$ cat src/rtl/rtc3w_pkg.sv
package rtc3w_pkg;
  typedef enum logic [1:0] {ST_IDLE, ST_CMD, ST_WR, ST_RD} st_e;
  typedef enum logic [1:0] {TGT_CTL, TGT_DT, TGT_TM} tgt_e;
endpackage

$ cat src/rtl/rtc3w_cmd_dec.sv
module rtc3w_cmd_dec
  import rtc3w_pkg::*;
#(
  parameter int          BYTE_W = 8,
  parameter logic [3:0]  MARKER = 4'h6
) (
  input  logic [BYTE_W-1:0] raw_i,
  output logic              valid_o,
  output logic              is_read_o,
  output logic              clr_ctl_o,
  output tgt_e              tgt_o
);
  localparam int NIB = 4;

  logic [NIB-1:0] rev_hi;
  logic [NIB-1:0] lo;

  // low nibble after reversal is the mirrored high nibble
  for (genvar g = 0; g < NIB; g++) begin : g_rev
    assign rev_hi[g] = raw_i[BYTE_W-1-g];
  end

  assign lo        = (raw_i[BYTE_W-1 -: NIB] == MARKER) ? raw_i[NIB-1:0] : rev_hi;
  assign is_read_o = lo[0];

  always_comb begin
    valid_o   = 1'b1;
    clr_ctl_o = 1'b0;
    tgt_o     = TGT_CTL;
    unique case (lo[3:1])
      3'd0:    begin valid_o = 1'b0; clr_ctl_o = 1'b1; end
      3'd2:    tgt_o = TGT_DT;
      3'd3:    tgt_o = TGT_CTL;
      3'd6:    tgt_o = TGT_TM;
      default: valid_o = 1'b0;
    endcase
  end
endmodule

$ cat src/rtl/rtc3w_regfile.sv
module rtc3w_regfile
  import rtc3w_pkg::*;
#(
  parameter int BYTE_W    = 8,
  parameter int NUM_DT    = 7,
  parameter int TIME_BASE = 4,
  parameter int IDX_W     = 3
) (
  input  logic              clk_i,
  input  logic              rst_ni,
  input  logic              rtc_rst_i,
  input  logic              clr_ctl_i,
  input  logic              wr_en_i,
  input  tgt_e              tgt_i,
  input  logic [IDX_W-1:0]  idx_i,
  input  logic [BYTE_W-1:0] wr_byte_i,
  output logic [BYTE_W-1:0] rd_byte_o,
  output logic [BYTE_W-1:0] ctl_o
);
  logic [BYTE_W-1:0] dt_q [NUM_DT];
  logic [BYTE_W-1:0] ctl_q;
  logic [IDX_W-1:0]  addr;

  assign addr  = (tgt_i == TGT_TM) ? IDX_W'(idx_i + IDX_W'(TIME_BASE)) : idx_i;
  assign ctl_o = ctl_q;

  always_ff @(posedge clk_i or negedge rst_ni) begin
    if (!rst_ni)                                ctl_q <= '0;
    else if (rtc_rst_i || clr_ctl_i)            ctl_q <= '0;
    else if (wr_en_i && tgt_i == TGT_CTL)       ctl_q <= wr_byte_i;
  end

  for (genvar g = 0; g < NUM_DT; g++) begin : g_dt
    always_ff @(posedge clk_i or negedge rst_ni) begin
      if (!rst_ni)
        dt_q[g] <= '0;
      else if (wr_en_i && tgt_i != TGT_CTL && addr == IDX_W'(g))
        dt_q[g] <= wr_byte_i;
    end
  end

  always_comb begin
    rd_byte_o = '0;
    if (tgt_i == TGT_CTL) rd_byte_o = ctl_q;
    else if (int'(addr) < NUM_DT) rd_byte_o = dt_q[addr];
  end
endmodule

$ cat src/rtl/rtc3w_engine.sv
module rtc3w_engine
  import rtc3w_pkg::*;
#(
  parameter int          PIN_W   = 4,
  parameter int          SCK_BIT = 0,
  parameter int          SIO_BIT = 1,
  parameter int          CS_BIT  = 2,
  parameter int          BYTE_W  = 8,
  parameter int          NUM_DT  = 7,
  parameter int          NUM_TM  = 3,
  parameter int          IDX_W   = 3,
  parameter logic [3:0]  MARKER  = 4'h6
) (
  input  logic              clk_i,
  input  logic              rst_ni,
  input  logic              step_i,
  input  logic [PIN_W-1:0]  prev_i,
  input  logic [PIN_W-1:0]  new_i,
  output logic [PIN_W-1:0]  ret_o,
  output logic              wr_en_o,
  output logic              clr_ctl_o,
  output tgt_e              tgt_o,
  output logic [IDX_W-1:0]  idx_o,
  output logic [BYTE_W-1:0] wr_byte_o,
  input  logic [BYTE_W-1:0] rd_byte_i,
  output logic              abort_o
);
  localparam int BIT_W = $clog2(BYTE_W);
  localparam int LEN_W = IDX_W + 1;

  st_e               st_q, st_d;
  tgt_e              tgt_q, tgt_d;
  logic [BYTE_W-1:0] buf_q, buf_d;
  logic [BIT_W-1:0]  bit_q, bit_d;
  logic [IDX_W-1:0]  byte_q, byte_d;
  logic              abort_q, abort_d;

  logic              dec_valid, dec_rd, dec_clr;
  tgt_e              dec_tgt;
  logic              sck_rise, last_bit, last_byte;
  logic [LEN_W-1:0]  len, byte_nx;

  rtc3w_cmd_dec #(.BYTE_W(BYTE_W), .MARKER(MARKER)) u_dec (
    .raw_i    (buf_d),
    .valid_o  (dec_valid),
    .is_read_o(dec_rd),
    .clr_ctl_o(dec_clr),
    .tgt_o    (dec_tgt)
  );

  assign sck_rise  = !prev_i[SCK_BIT] && new_i[SCK_BIT];
  assign last_bit  = (bit_q == BIT_W'(BYTE_W - 1));
  assign len       = (tgt_q == TGT_CTL) ? LEN_W'(1) :
                     (tgt_q == TGT_DT)  ? LEN_W'(NUM_DT) : LEN_W'(NUM_TM);
  assign byte_nx   = {1'b0, byte_q} + LEN_W'(1);
  assign last_byte = (byte_nx == len);

  assign tgt_o     = tgt_q;
  assign idx_o     = byte_q;
  assign wr_byte_o = buf_d;
  assign abort_o   = abort_q;

  always_comb begin
    st_d      = st_q;
    tgt_d     = tgt_q;
    buf_d     = buf_q;
    bit_d     = bit_q;
    byte_d    = byte_q;
    abort_d   = 1'b0;
    ret_o     = new_i;
    wr_en_o   = 1'b0;
    clr_ctl_o = 1'b0;
    if (step_i) begin
      if (st_q != ST_IDLE && !new_i[CS_BIT]) begin
        st_d    = ST_IDLE;
        buf_d   = '0;
        bit_d   = '0;
        byte_d  = '0;
        abort_d = 1'b1;
      end else begin
        unique case (st_q)
          ST_IDLE: begin
            if (prev_i[SCK_BIT] && !prev_i[CS_BIT] && new_i[CS_BIT]) begin
              st_d  = ST_CMD;
              buf_d = '0;
              bit_d = '0;
            end
          end
          ST_CMD: begin
            if (sck_rise) begin
              buf_d[bit_q] = new_i[SIO_BIT];
              bit_d        = bit_q + BIT_W'(1);
              if (last_bit) begin
                bit_d     = '0;
                byte_d    = '0;
                tgt_d     = dec_tgt;
                clr_ctl_o = dec_clr;
                if (!dec_valid) st_d = ST_IDLE;
                else            st_d = dec_rd ? ST_RD : ST_WR;
              end
            end
          end
          ST_WR: begin
            if (sck_rise) begin
              buf_d[bit_q] = new_i[SIO_BIT];
              bit_d        = bit_q + BIT_W'(1);
              if (last_bit) begin
                wr_en_o = 1'b1;
                bit_d   = '0;
                byte_d  = byte_nx[IDX_W-1:0];
                if (last_byte) begin
                  byte_d = '0;
                  st_d   = ST_IDLE;
                end
              end
            end
          end
          ST_RD: begin
            if (sck_rise) begin
              ret_o[SIO_BIT] = rd_byte_i[bit_q];
              bit_d          = bit_q + BIT_W'(1);
              if (last_bit) begin
                bit_d  = '0;
                byte_d = byte_nx[IDX_W-1:0];
                if (last_byte) begin
                  byte_d = '0;
                  st_d   = ST_IDLE;
                end
              end
            end
          end
          default: st_d = ST_IDLE;
        endcase
      end
    end
  end

  always_ff @(posedge clk_i or negedge rst_ni) begin
    if (!rst_ni) begin
      st_q    <= ST_IDLE;
      tgt_q   <= TGT_CTL;
      buf_q   <= '0;
      bit_q   <= '0;
      byte_q  <= '0;
      abort_q <= 1'b0;
    end else begin
      st_q    <= st_d;
      tgt_q   <= tgt_d;
      buf_q   <= buf_d;
      bit_q   <= bit_d;
      byte_q  <= byte_d;
      abort_q <= abort_d;
    end
  end
endmodule

$ cat src/rtl/rtc3w_port_top.sv
module rtc3w_port_top
  import rtc3w_pkg::*;
#(
  parameter int          PIN_W     = 4,
  parameter int          SCK_BIT   = 0,
  parameter int          SIO_BIT   = 1,
  parameter int          CS_BIT    = 2,
  parameter int          BYTE_W    = 8,
  parameter int          NUM_DT    = 7,
  parameter int          NUM_TM    = 3,
  parameter int          TIME_BASE = 4,
  parameter logic [3:0]  MARKER    = 4'h6
) (
  input  logic             clk_i,
  input  logic             rst_ni,
  input  logic             wr_data_en_i,
  input  logic             wr_dir_en_i,
  input  logic             wr_ctl_en_i,
  input  logic [PIN_W-1:0] wr_val_i,
  input  logic             rtc_reset_i,
  output logic [PIN_W-1:0] port_data_o,
  output logic [PIN_W-1:0] port_dir_o,
  output logic             port_ctl_o,
  output logic             abort_o
);
  localparam int IDX_W = $clog2(NUM_DT);

  logic [PIN_W-1:0]  data_q, dir_q, masked, ret;
  logic              pctl_q;
  logic              wr_en, clr_ctl;
  tgt_e              tgt;
  logic [IDX_W-1:0]  idx;
  logic [BYTE_W-1:0] wr_byte, rd_byte, rtc_ctl;

  assign masked = wr_val_i & dir_q;

  always_ff @(posedge clk_i or negedge rst_ni) begin
    if (!rst_ni) begin
      data_q <= '0;
      dir_q  <= '0;
      pctl_q <= 1'b0;
    end else begin
      if (wr_data_en_i) data_q <= ret;
      if (wr_dir_en_i)  dir_q  <= wr_val_i;
      if (wr_ctl_en_i)  pctl_q <= wr_val_i[0];
    end
  end

  rtc3w_engine #(
    .PIN_W(PIN_W), .SCK_BIT(SCK_BIT), .SIO_BIT(SIO_BIT), .CS_BIT(CS_BIT),
    .BYTE_W(BYTE_W), .NUM_DT(NUM_DT), .NUM_TM(NUM_TM), .IDX_W(IDX_W), .MARKER(MARKER)
  ) u_eng (
    .clk_i    (clk_i),
    .rst_ni   (rst_ni),
    .step_i   (wr_data_en_i),
    .prev_i   (data_q),
    .new_i    (masked),
    .ret_o    (ret),
    .wr_en_o  (wr_en),
    .clr_ctl_o(clr_ctl),
    .tgt_o    (tgt),
    .idx_o    (idx),
    .wr_byte_o(wr_byte),
    .rd_byte_i(rd_byte),
    .abort_o  (abort_o)
  );

  rtc3w_regfile #(
    .BYTE_W(BYTE_W), .NUM_DT(NUM_DT), .TIME_BASE(TIME_BASE), .IDX_W(IDX_W)
  ) u_regs (
    .clk_i    (clk_i),
    .rst_ni   (rst_ni),
    .rtc_rst_i(rtc_reset_i),
    .clr_ctl_i(clr_ctl),
    .wr_en_i  (wr_en),
    .tgt_i    (tgt),
    .idx_i    (idx),
    .wr_byte_i(wr_byte),
    .rd_byte_o(rd_byte),
    .ctl_o    (rtc_ctl)
  );

  assign port_data_o = data_q;
  assign port_dir_o  = dir_q;
  assign port_ctl_o  = pctl_q;
endmodule

$ cat config.mk
export PLATFORM = sky130hd
export DESIGN_NAME = rtc3w_port_top
export DESIGN_NICKNAME = d
export VERILOG_FILES = /design/src/rtl/rtc3w_pkg.sv /design/src/rtl/rtc3w_cmd_dec.sv /design/src/rtl/rtc3w_regfile.sv /design/src/rtl/rtc3w_engine.sv /design/src/rtl/rtc3w_port_top.sv
export SDC_FILE = /design/constraint.sdc
export NUM_CORES = 1
export LEC_CHECK = 0
export BUFFER_PORTS_ARGS = -buffer_cell sky130_fd_sc_hd__clkbuf_2
export CORE_ASPECT_RATIO = 1.1
export CORE_MARGIN = 3
export CORE_UTILIZATION = 66
export CTS_CLUSTER_DIAMETER = 50
export DETAILED_ROUTE_END_ITERATION = 7
export PLACE_DENSITY = 0.87
export SETUP_SLACK_MARGIN = 0.3
export SKIP_CTS_REPAIR_TIMING = 1
export SLEW_MARGIN = 15
export SYNTH_ARGS = -nofsm -noshare
export SYNTH_HDL_FRONTEND = slang
export SYNTH_SLANG_ARGS = --single-unit
$ cat constraint.sdc
create_clock -name clk_i -period 6.7 [get_ports clk_i]
set_clock_uncertainty 0.2 [all_clocks]
set_input_delay 0.67 -clock clk_i [delete_from_list [all_inputs] [get_ports clk_i]]
set_output_delay 0.67 -clock clk_i [all_outputs]
set_load 0.02 [all_outputs]
==> results of run 1 <==
-- final timing paths --
| path | to | slack [ps] | depth (start not counted) |
|---|---|---|---|
| hold reg to reg | u_regs.dt_q[27] | 290 | 2 |
| hold / removal | u_regs.dt_q[27] | 290 | 2 |
| min in group asynchronous | port_data_o[3] | 420 | 2 |
| setup reg to reg | u_regs.ctl_o[4] | 2900 | 7 |
| max in group asynchronous | u_eng.buf_q[6] | 4910 | 3 |
| setup / recovery | u_regs.ctl_o[4] | 2900 | 7 |
-- per-stage QoR --
step             util  instance area [um2]  std cells
2_1_floorplan       -                 4811        475
3_3_place_gp   0.6905                 4866        554
3_5_place_dp   0.6905                 4866        554
4_1_cts        0.7271                 5124        570
5_1_grt        0.7290                 5137        571
6_report       0.7290                 5137        571
-- where the power goes --
group	switching, uW	internal (uW)	total, uW
Sequential	21.1	569	590
Combinational	127	65.1	192
Clock	196	270	465
-- cells by family (layout without fill, tap and decap cells) --
family                     Yosys count  count (layout)  share of synthesized area
muxes                               27              27                    0.08635
adders and majority gates           10              10                    0.02601
buffers and inverters               51              62                    0.05644
and+or+nand+nor                    158             158                     0.1568
AOI/OAI and AO/OA                  135             135                     0.1922
DFF                                 92              92                     0.4785
xor gates and xnor gates             2               2                   0.003642
-- registers in the layout (all words and copies together), names as in the netlist, 3 cells and up --
register and count:
u_regs.dt_q 56, u_eng.buf_q 8, u_regs.ctl_o 8, u_eng.bit_q 3, u_eng.idx_o 3, port_data_o 4, port_dir_o 4
-- critical path, delay by kind of cell (launching register included) --
kind	cells	cell delay (ps)
flops	1	800
compound gates	5	1930
simple gates	2	680
-- layout make-up --
cell class / count / area share
Clock buffer: 11 / 0.02947
Inverter: 20 / 0.01510
Tap cell: 85 / 0.02070
Multi-Input combinational cell: 332 / 0.4355
Sequential cell: 92 / 0.4481
Clock inverter: 5 / 0.02070
Timing Repair Buffer: 26 / 0.03044
-- routing by layer --
metal,routed length [um],vias up,global-route usage
li1,-,1716,-
met1,4659,1835,0.3691
met2,5279,157,0.4510
met3,638,32,0.05272
met4,365,0,0.1266
met5,0,-,0
-- placed cells by master, fill, tap and decap left out, types with 3 or more instances in the layout --
cell and count:
dfrtp_1 92, o211ai_1 3, mux2_2 6, a41oi_1 4, nor2b_1 3, a211oi_1 3, buf_4 6, bufinv_16 3
o41ai_1 4, clkbuf_2 18, a21oi_1 9, nand3_1 9, ha_1 10, nor3_1 5, inv_1 19, nand4b_1 4
o21ai_0 70, a31oi_1 4, a211o_1 3, mux4_2 11, nand2b_1 7, a22o_1 4, mux2i_1 10, nand2_1 85
nor2_1 26, clkbuf_8 11, a2111oi_1 6
==> impl_metrics.env, run 1 <==
export IMPL_viasPerCell=6.550
export IMPL_grt_remaining_overflow=0
export IMPL_rows=32
export IMPL_max_slew_worst_pin_slew_ps=1121
export IMPL_vias=3740
export IMPL_layout_min_cycle_time_ps=3799
export IMPL_drtPass1Iterations=5
export IMPL_ys_types=70
export IMPL_ir_worst_vdd_mv=0.1890
export IMPL_cts_max_path_buffers=2
export IMPL_grt_pass1_vias=3567
export IMPL_place_gp_congestion=0.9532
export IMPL_cp_arrival_ps=3790
export IMPL_diodes=0
export IMPL_cpMostUsedCell="a41oi_1"
export IMPL_initial_core_util=0.6827
export IMPL_avgSynthCellArea_um2=10.13
export IMPL_grt_max_degree=92
export IMPL_fin_nets=501
export IMPL_grt_util_all_layers=0.2803
export IMPL_ioPinCount=20
export IMPL_async_reset_ff_frac=1.000
export IMPL_syn_to_final_growth_pct=6.788
export IMPL_cts_root_buf="clkbuf_8"
export IMPL_fillCellCount=494
export IMPL_path_clk_slew_ps=100
export IMPL_io_buffer_count=19
export IMPL_synth_area_um2=4811
export IMPL_seq_area_um2=2302
export IMPL_multiInputGateArea_um2=2237
export IMPL_synth_area_leaders="dfrtp_1 48%, o21ai_0 7.3%, nand2_1 6.6%"
export IMPL_cts_buffers=9
export IMPL_status="complete, no violations"
export IMPL_syn_inst=475
export IMPL_cap_violations=0
export IMPL_critical_path_max_stage_delay_ps=800
export IMPL_yosysSeqAreaShare=0.4785
export IMPL_path_class="register to register"
export IMPL_cp_required_ps=6690
export IMPL_synth_common_cells="92 x dfrtp_1, 85 x nand2_1, 70 x o21ai_0, 26 x nor2_1, 19 x inv_1"
export IMPL_synthDominantAreaCellType="dfrtp_1"
export IMPL_setup_viol=0
export IMPL_cts_sinks=92
export IMPL_crit_path_cell_trace="nand4b_1 > o31a_2 > o311a_2 > a41oi_1 > a41oi_1 > nor4_4 > a2111oi_1"
export IMPL_die_area_um2=8351
export IMPL_min_delay_start="u_regs.dt_q[27]"
export IMPL_yosysMostFrequentCell="dfrtp_1"
export IMPL_fin_ws_ps=2901
export IMPL_dp_hpwl_um=7434
export IMPL_pre_cts_slack_ps=2994
export IMPL_ctsHtreeMaxLevel=3
export IMPL_hold_violations=0
export IMPL_antenna_left=0
export IMPL_startpoint_type="register"
export IMPL_synth_edff_count=0
export IMPL_synth_seq_cells=92
export IMPL_grt_pass1_wl_um=17750
export IMPL_report_final_slew_viol_count=0
export IMPL_antenna_found_initial=0
export IMPL_chipWidth_um=87.41
export IMPL_wire_per_inst_um=19.16
export IMPL_ys_flop_type="dfrtp_1"
export IMPL_p_leak_uw=0.002224
export IMPL_hold_path_class="register to register"
export IMPL_whs_ps=285.1
export IMPL_period_share=0.5670
export IMPL_core_area_um2=7047
export IMPL_layout_drive_gt1_share=0.1605
export IMPL_crit_path_end_kind="register"
export IMPL_drt_wl_total_um=10940
export IMPL_maxSlewHeadroom=0.2473
export IMPL_drc=0
export IMPL_syn_nets=495
export IMPL_crit_path_start="u_eng.bit_q[0]"
export IMPL_cts_tree="done"
export IMPL_powerDensity_nw_per_um2=242.8
export IMPL_die_h_um=95.55
export IMPL_rsz0062_at_grt="false"
export IMPL_crit_slowest_cell="dfrtp_1"
export IMPL_drt_iter0_drc=259
export IMPL_ys_warnings_count=0
export IMPL_yosys_area_top_type_share=0.4785
export IMPL_p_total_uw=1247
export IMPL_finalSetupTns_ps=0
export IMPL_insertion_delay_ps=370
export IMPL_max_freq_ghz=0.2632
export IMPL_cp_max_fo=19
export IMPL_timing_rr_start="u_eng.bit_q[0]"
Note: power is estimated with default switching activity, not from simulation.
==> run 2: changes to the inputs <==
CORE_UTILIZATION = 56   (was 66)
PLACE_DENSITY = 0.79   (was 0.87)
clock period = 3.36 ns   (was 6.7 ns; I/O delays follow)
==> run 2 against run 1 <==
  * Final cell count increased by 8.2%
  * Setup slack got worse by 2500 ps
  * Power up 91%
  * Register-to-register slack got worse by 2500 ps
  * Count of clock-buffer cells in the layout fell by 1
  * Combinational power increased by 140%
  * Global-route usage is 3.0 points lower
==> impl_metrics.env, run 2 (synthesis gave the netlist of run 1 again) <==
export IMPL_rows=34
export IMPL_drt_iter0_drc=344
export IMPL_initial_core_util=0.5921
export IMPL_report_final_slew_viol_count=0
export IMPL_insertion_delay_ps=370
export IMPL_grt_pass1_vias=3643
export IMPL_diodes=0
export IMPL_core_area_um2=8125
export IMPL_place_gp_congestion=0.9443
export IMPL_io_buffer_count=19
export IMPL_drt_wl_total_um=11630
export IMPL_startpoint_type="register"
export IMPL_path_buf_inv=4
export IMPL_rsz0062_at_grt="true"
export IMPL_crit_path_cell_trace="inv_1 > ha_4 > inv_1 > o21ba_2 > buf_4 > a21boi_0 > o21a_4 > o41ai_4 > nor4_4 > buf_4 > a2111oi_2"
export IMPL_cts_root_buf="clkbuf_8"
export IMPL_fin_ws_ps=375.1
export IMPL_cts_tree="done"
export IMPL_hold_path_class="input port to register"
export IMPL_die_area_um2=9740
export IMPL_ctsHtreeMaxLevel=3
export IMPL_powerDensity_nw_per_um2=435.5
export IMPL_viasPerCell=6.212
export IMPL_cap_violations=0
export IMPL_cp_required_ps=3420
export IMPL_placed_cell_area_um2=4985
export IMPL_maxSlewHeadroom=0.3791
export IMPL_drc=0
export IMPL_min_delay_start="wr_val_i[3]"
export IMPL_layout_drive_gt1_share=0.2314
export IMPL_wire_per_inst_um=18.82
export IMPL_path_clk_slew_ps=100
export IMPL_critPathTopFamily="compound AO/OA/AOI/OAI gates"
export IMPL_final_common_cell="dfrtp_1"
export IMPL_r2r_end="u_regs.ctl_o[6]"
export IMPL_grt_pass1_wl_um=18590
export IMPL_reg2reg_depth=11
export IMPL_setup_viol=0
export IMPL_cp_arrival_ps=3040
export IMPL_antenna_found_initial=0
export IMPL_grt_util_all_layers=0.2501
export IMPL_ioPinCount=20
export IMPL_dp_hpwl_um=7904
export IMPL_period_share=0.8884
export IMPL_layout_min_cycle_time_ps=2985
export IMPL_cts_buffers=9
export IMPL_whs_path_depth=2
export IMPL_cp_max_fo=8
export IMPL_drtPass1Iterations=5
export IMPL_crit_path_end_kind="register"
export IMPL_chipWidth_um=94.38
export IMPL_p_total_uw=2383
export IMPL_cts_sinks=92
export IMPL_ir_worst_vdd_mv=0.2109
export IMPL_vias=3839
export IMPL_whs_endpoint="port_dir_o[3]"
export IMPL_timing_rr_start="u_eng.st_q[1]"
export IMPL_cts_max_path_buffers=2
export IMPL_syn_to_final_growth_pct=13.73
export IMPL_die_h_um=103.2
export IMPL_antenna_left=0
export IMPL_final_cell_mix="92 x dfrtp_1, 85 x nand2_1, 70 x o21ai_0"
export IMPL_largest_register="u_regs.dt_q"
export IMPL_hold_violations=0
export IMPL_whs_ps=19.67
export IMPL_crit_path_start="u_eng.st_q[1]"
export IMPL_grt_max_degree=40
export IMPL_status="complete, no violations"
export IMPL_crit_slowest_cell="o41ai_4"
export IMPL_largest_reg_flops=56
export IMPL_max_slew_worst_pin_slew_ps=931.4
export IMPL_p_leak_uw=0.002351
export IMPL_final_area_um2=5472
export IMPL_pre_cts_slack_ps=-223.4
export IMPL_max_freq_ghz=0.3350
export IMPL_fin_nets=525
export IMPL_grt_remaining_overflow=0
export IMPL_critical_path_max_stage_delay_ps=460
export IMPL_path_class="register to register"
export IMPL_r2r_slack_ps=380
==> run 2: changes by cell type in the layout (fill, tap and decap cells not counted), sizes merged <==
cell      previous run  this run
buf                  7        31
bufinv               3         0
inv                 21        24
clkinv               0         2
clkbuf              29        28
clkinvlp             1         0
==> run 2: worst max path at each step <==
stage,end,slack [ps],depth (start not counted)
2_1_floorplan,u_eng.st_q[0],300,11
3_5_place_dp,u_regs.ctl_o[2],-220,9
5_1_grt,u_regs.ctl_o[6],270,11
3_3_place_gp,u_regs.ctl_o[1],60,9
4_1_cts,u_regs.ctl_o[2],-280,9
6_report,u_regs.ctl_o[6],380,11
==> run 2: routing by layer <==
| layer | global-route usage | vias up | share of wire |
|---|---|---|---|
| met2 | 0.4034 | 131 | 0.49 |
| met1 | 0.3364 | 1903 | 0.43 |
| met5 | 0 | - | 0 |
| met4 | 0.1067 | 0 | 0.028 |
| li1 | - | 1774 | - |
| met3 | 0.04486 | 31 | 0.049 |
==> run 2: cell type report <==
cell class,instances,area [um2]
timing repair buffer,50,352.8
multi-input combinational,332,2404
fill,610,2654
inverter,20,77.57
clock buffer,10,137.6
clock inverter,6,62.56
tap,108,135.1
sequential,92,2302
==> run 2: power breakdown <==
group / switching [uW] / internal [uW]
logic: 292 / 169
registers: 31.7 / 1130
clock network: 443 / 313
total: 767 / 1620
==> run 2: through the flow <==
stage          TNS, ps    util  std cells
5_1_grt              0  0.6734        618
3_5_place_dp     -1003  0.6135        589
2_1_floorplan        0       -        475
4_1_cts          -1387  0.6381        605
6_report             0  0.6734        618
3_3_place_gp         0  0.6135        589
==> run 3: changes to the inputs <==
CORE_UTILIZATION = 53   (was 56)
PLACE_DENSITY = 0.76   (was 0.79)
==> run 3 against run 2 <==
  * Setup slack worse by 120 ps
  * Flip-flop and latch count unchanged
  * Critical path depth down 1
  * Highest routed layer unchanged
  * Largest power group unchanged
  * Global-route usage down 1.9 points
  * Utilization down 4.9 points
==> impl_metrics.env, run 3 (synthesis gave the netlist of run 1 again) <==
export IMPL_status="complete, no violations"
export IMPL_drtPass1Iterations=5
export IMPL_drt_iter0_drc=333
export IMPL_antenna_left=0
export IMPL_fin_nets=523
export IMPL_vias=3825
export IMPL_die_area_um2=10260
export IMPL_layout_drive_gt1_share=0.2224
export IMPL_path_buf_inv=2
export IMPL_final_util=0.6245
export IMPL_cp_required_ps=3390
export IMPL_startpoint_type="register"
export IMPL_layout_min_cycle_time_ps=3102
export IMPL_grt_remaining_overflow=0
export IMPL_insertion_delay_ps=360
export IMPL_critical_path_max_stage_delay_ps=490
export IMPL_rows=35
export IMPL_viasPerCell=6.179
export IMPL_finalSetupTns_ps=0
export IMPL_wire_per_inst_um=18.90
export IMPL_p_leak_uw=0.002299
export IMPL_cp_arrival_ps=3130
export IMPL_placed_cell_area_um2=4981
export IMPL_ioPinCount=20
export IMPL_drc=0
export IMPL_cts_buffers=9
export IMPL_maxSlewHeadroom=0.4496
export IMPL_grt_pass1_vias=3635
export IMPL_grt_util_all_layers=0.2309
export IMPL_antenna_found_initial=0
export IMPL_setup_viol=0
export IMPL_period_share=0.9232
export IMPL_ctsHtreeMaxLevel=3
export IMPL_crit_path_cell_trace="inv_1 > ha_4 > a21o_2 > nand3_1 > o41ai_2 > a31oi_4 > o41ai_4 > nor4_4 > buf_4 > a2111oi_1"
export IMPL_io_buffer_count=19
export IMPL_drt_wl_total_um=11700
export IMPL_multiInputGateArea_um2=2347
export IMPL_seq_area_um2=2302
export IMPL_final_common_cell="dfrtp_1"
export IMPL_largest_reg_flops=56
export IMPL_initial_core_util=0.5577
export IMPL_max_slew_worst_pin_slew_ps=825.7
export IMPL_max_freq_ghz=0.3224
export IMPL_core_area_um2=8627
export IMPL_cts_tree="done"
export IMPL_syn_to_final_growth_pct=11.99
export IMPL_cap_violations=0
export IMPL_final_cell_mix="92 x dfrtp_1, 85 x nand2_1, 70 x o21ai_0"
export IMPL_diodes=0
export IMPL_cp_max_fo=8
export IMPL_crit_slowest_cell="o41ai_4"
export IMPL_crit_path_end_kind="register"
export IMPL_chipWidth_um=96.84
export IMPL_pre_cts_slack_ps=-130.8
export IMPL_powerDensity_nw_per_um2=439.9
export IMPL_cts_sinks=92
export IMPL_grt_pass1_wl_um=18770
export IMPL_path_clk_slew_ps=100
export IMPL_critPathTopFamily="compound AO/OA/AOI/OAI gates"
export IMPL_fillCellCount=685
export IMPL_hold_violations=0
export IMPL_final_area_um2=5388
export IMPL_dp_hpwl_um=7834
export IMPL_rsz0062_at_grt="true"
export IMPL_place_gp_congestion=0.9488
export IMPL_ir_worst_vdd_mv=0.2500
export IMPL_grt_max_degree=93
export IMPL_fin_ws_ps=257.9
export IMPL_cts_max_path_buffers=2
export IMPL_largest_register="u_regs.dt_q"
export IMPL_die_h_um=105.9
export IMPL_report_final_slew_viol_count=0
export IMPL_path_class="register to register"
export IMPL_cts_root_buf="clkbuf_8"
export IMPL_hold_path_class="input port to register"
-- run 3: final timing paths --
path	startpoint	endpoint	slack, ps	cells after the start
worst max-delay path	u_eng.st_q[0]	u_regs.ctl_o[5]	260	10
worst min-delay path	wr_val_i[3]	port_dir_o[3]	20	2
worst max register to register	u_eng.st_q[0]	u_regs.ctl_o[5]	260	10
worst min register to register	u_regs.dt_q[12]	u_regs.dt_q[12]	280	2
max in group asynchronous	rst_ni	u_eng.buf_q[2]	1980	2
min in group asynchronous	rst_ni	port_dir_o[0]	390	2
-- run 3: where the power goes --
part / leakage (uW) / total, uW / internal (uW) / switching (uW)
Combinational: 0.000937 / 454 / 163 / 291
Sequential: 0.00127 / 1160 / 1130 / 27.5
Clock: 0.0000960 / 753 / 347 / 407
Total: 0.00230 / 2370 / 1640 / 725
-- run 3: layout make-up --
class	instances	area share
repair buffers	48	0.06038
well taps	111	0.02578
clock buffers	9	0.02299
clock inverters	7	0.01347
multi-input cells	332	0.4357
flip-flops and latches	92	0.4273
inverters	20	0.01440
-- run 3: through the flow --
step | hold WS (ps) | instances | power, uW
CTS | 13.46 | 607 | 2349
detailed placement | 269.6 | 591 | 1597
finish | 20.84 | 619 | 2370
global route | 11.15 | 619 | 2474
floorplan | -159.6 | 475 | 1469
global placement | 257.8 | 591 | 1593
-- run 3: per-layer routing --
| layer | GRT usage | wire [um] | share of wire |
|---|---|---|---|
| met1 | 0.3031 | 4895 | 0.42 |
| met2 | 0.3748 | 5713 | 0.49 |
| met3 | 0.03740 | 694 | 0.059 |
| met4 | 0.1123 | 393 | 0.034 |
| met5 | 0 | 0 | 0 |
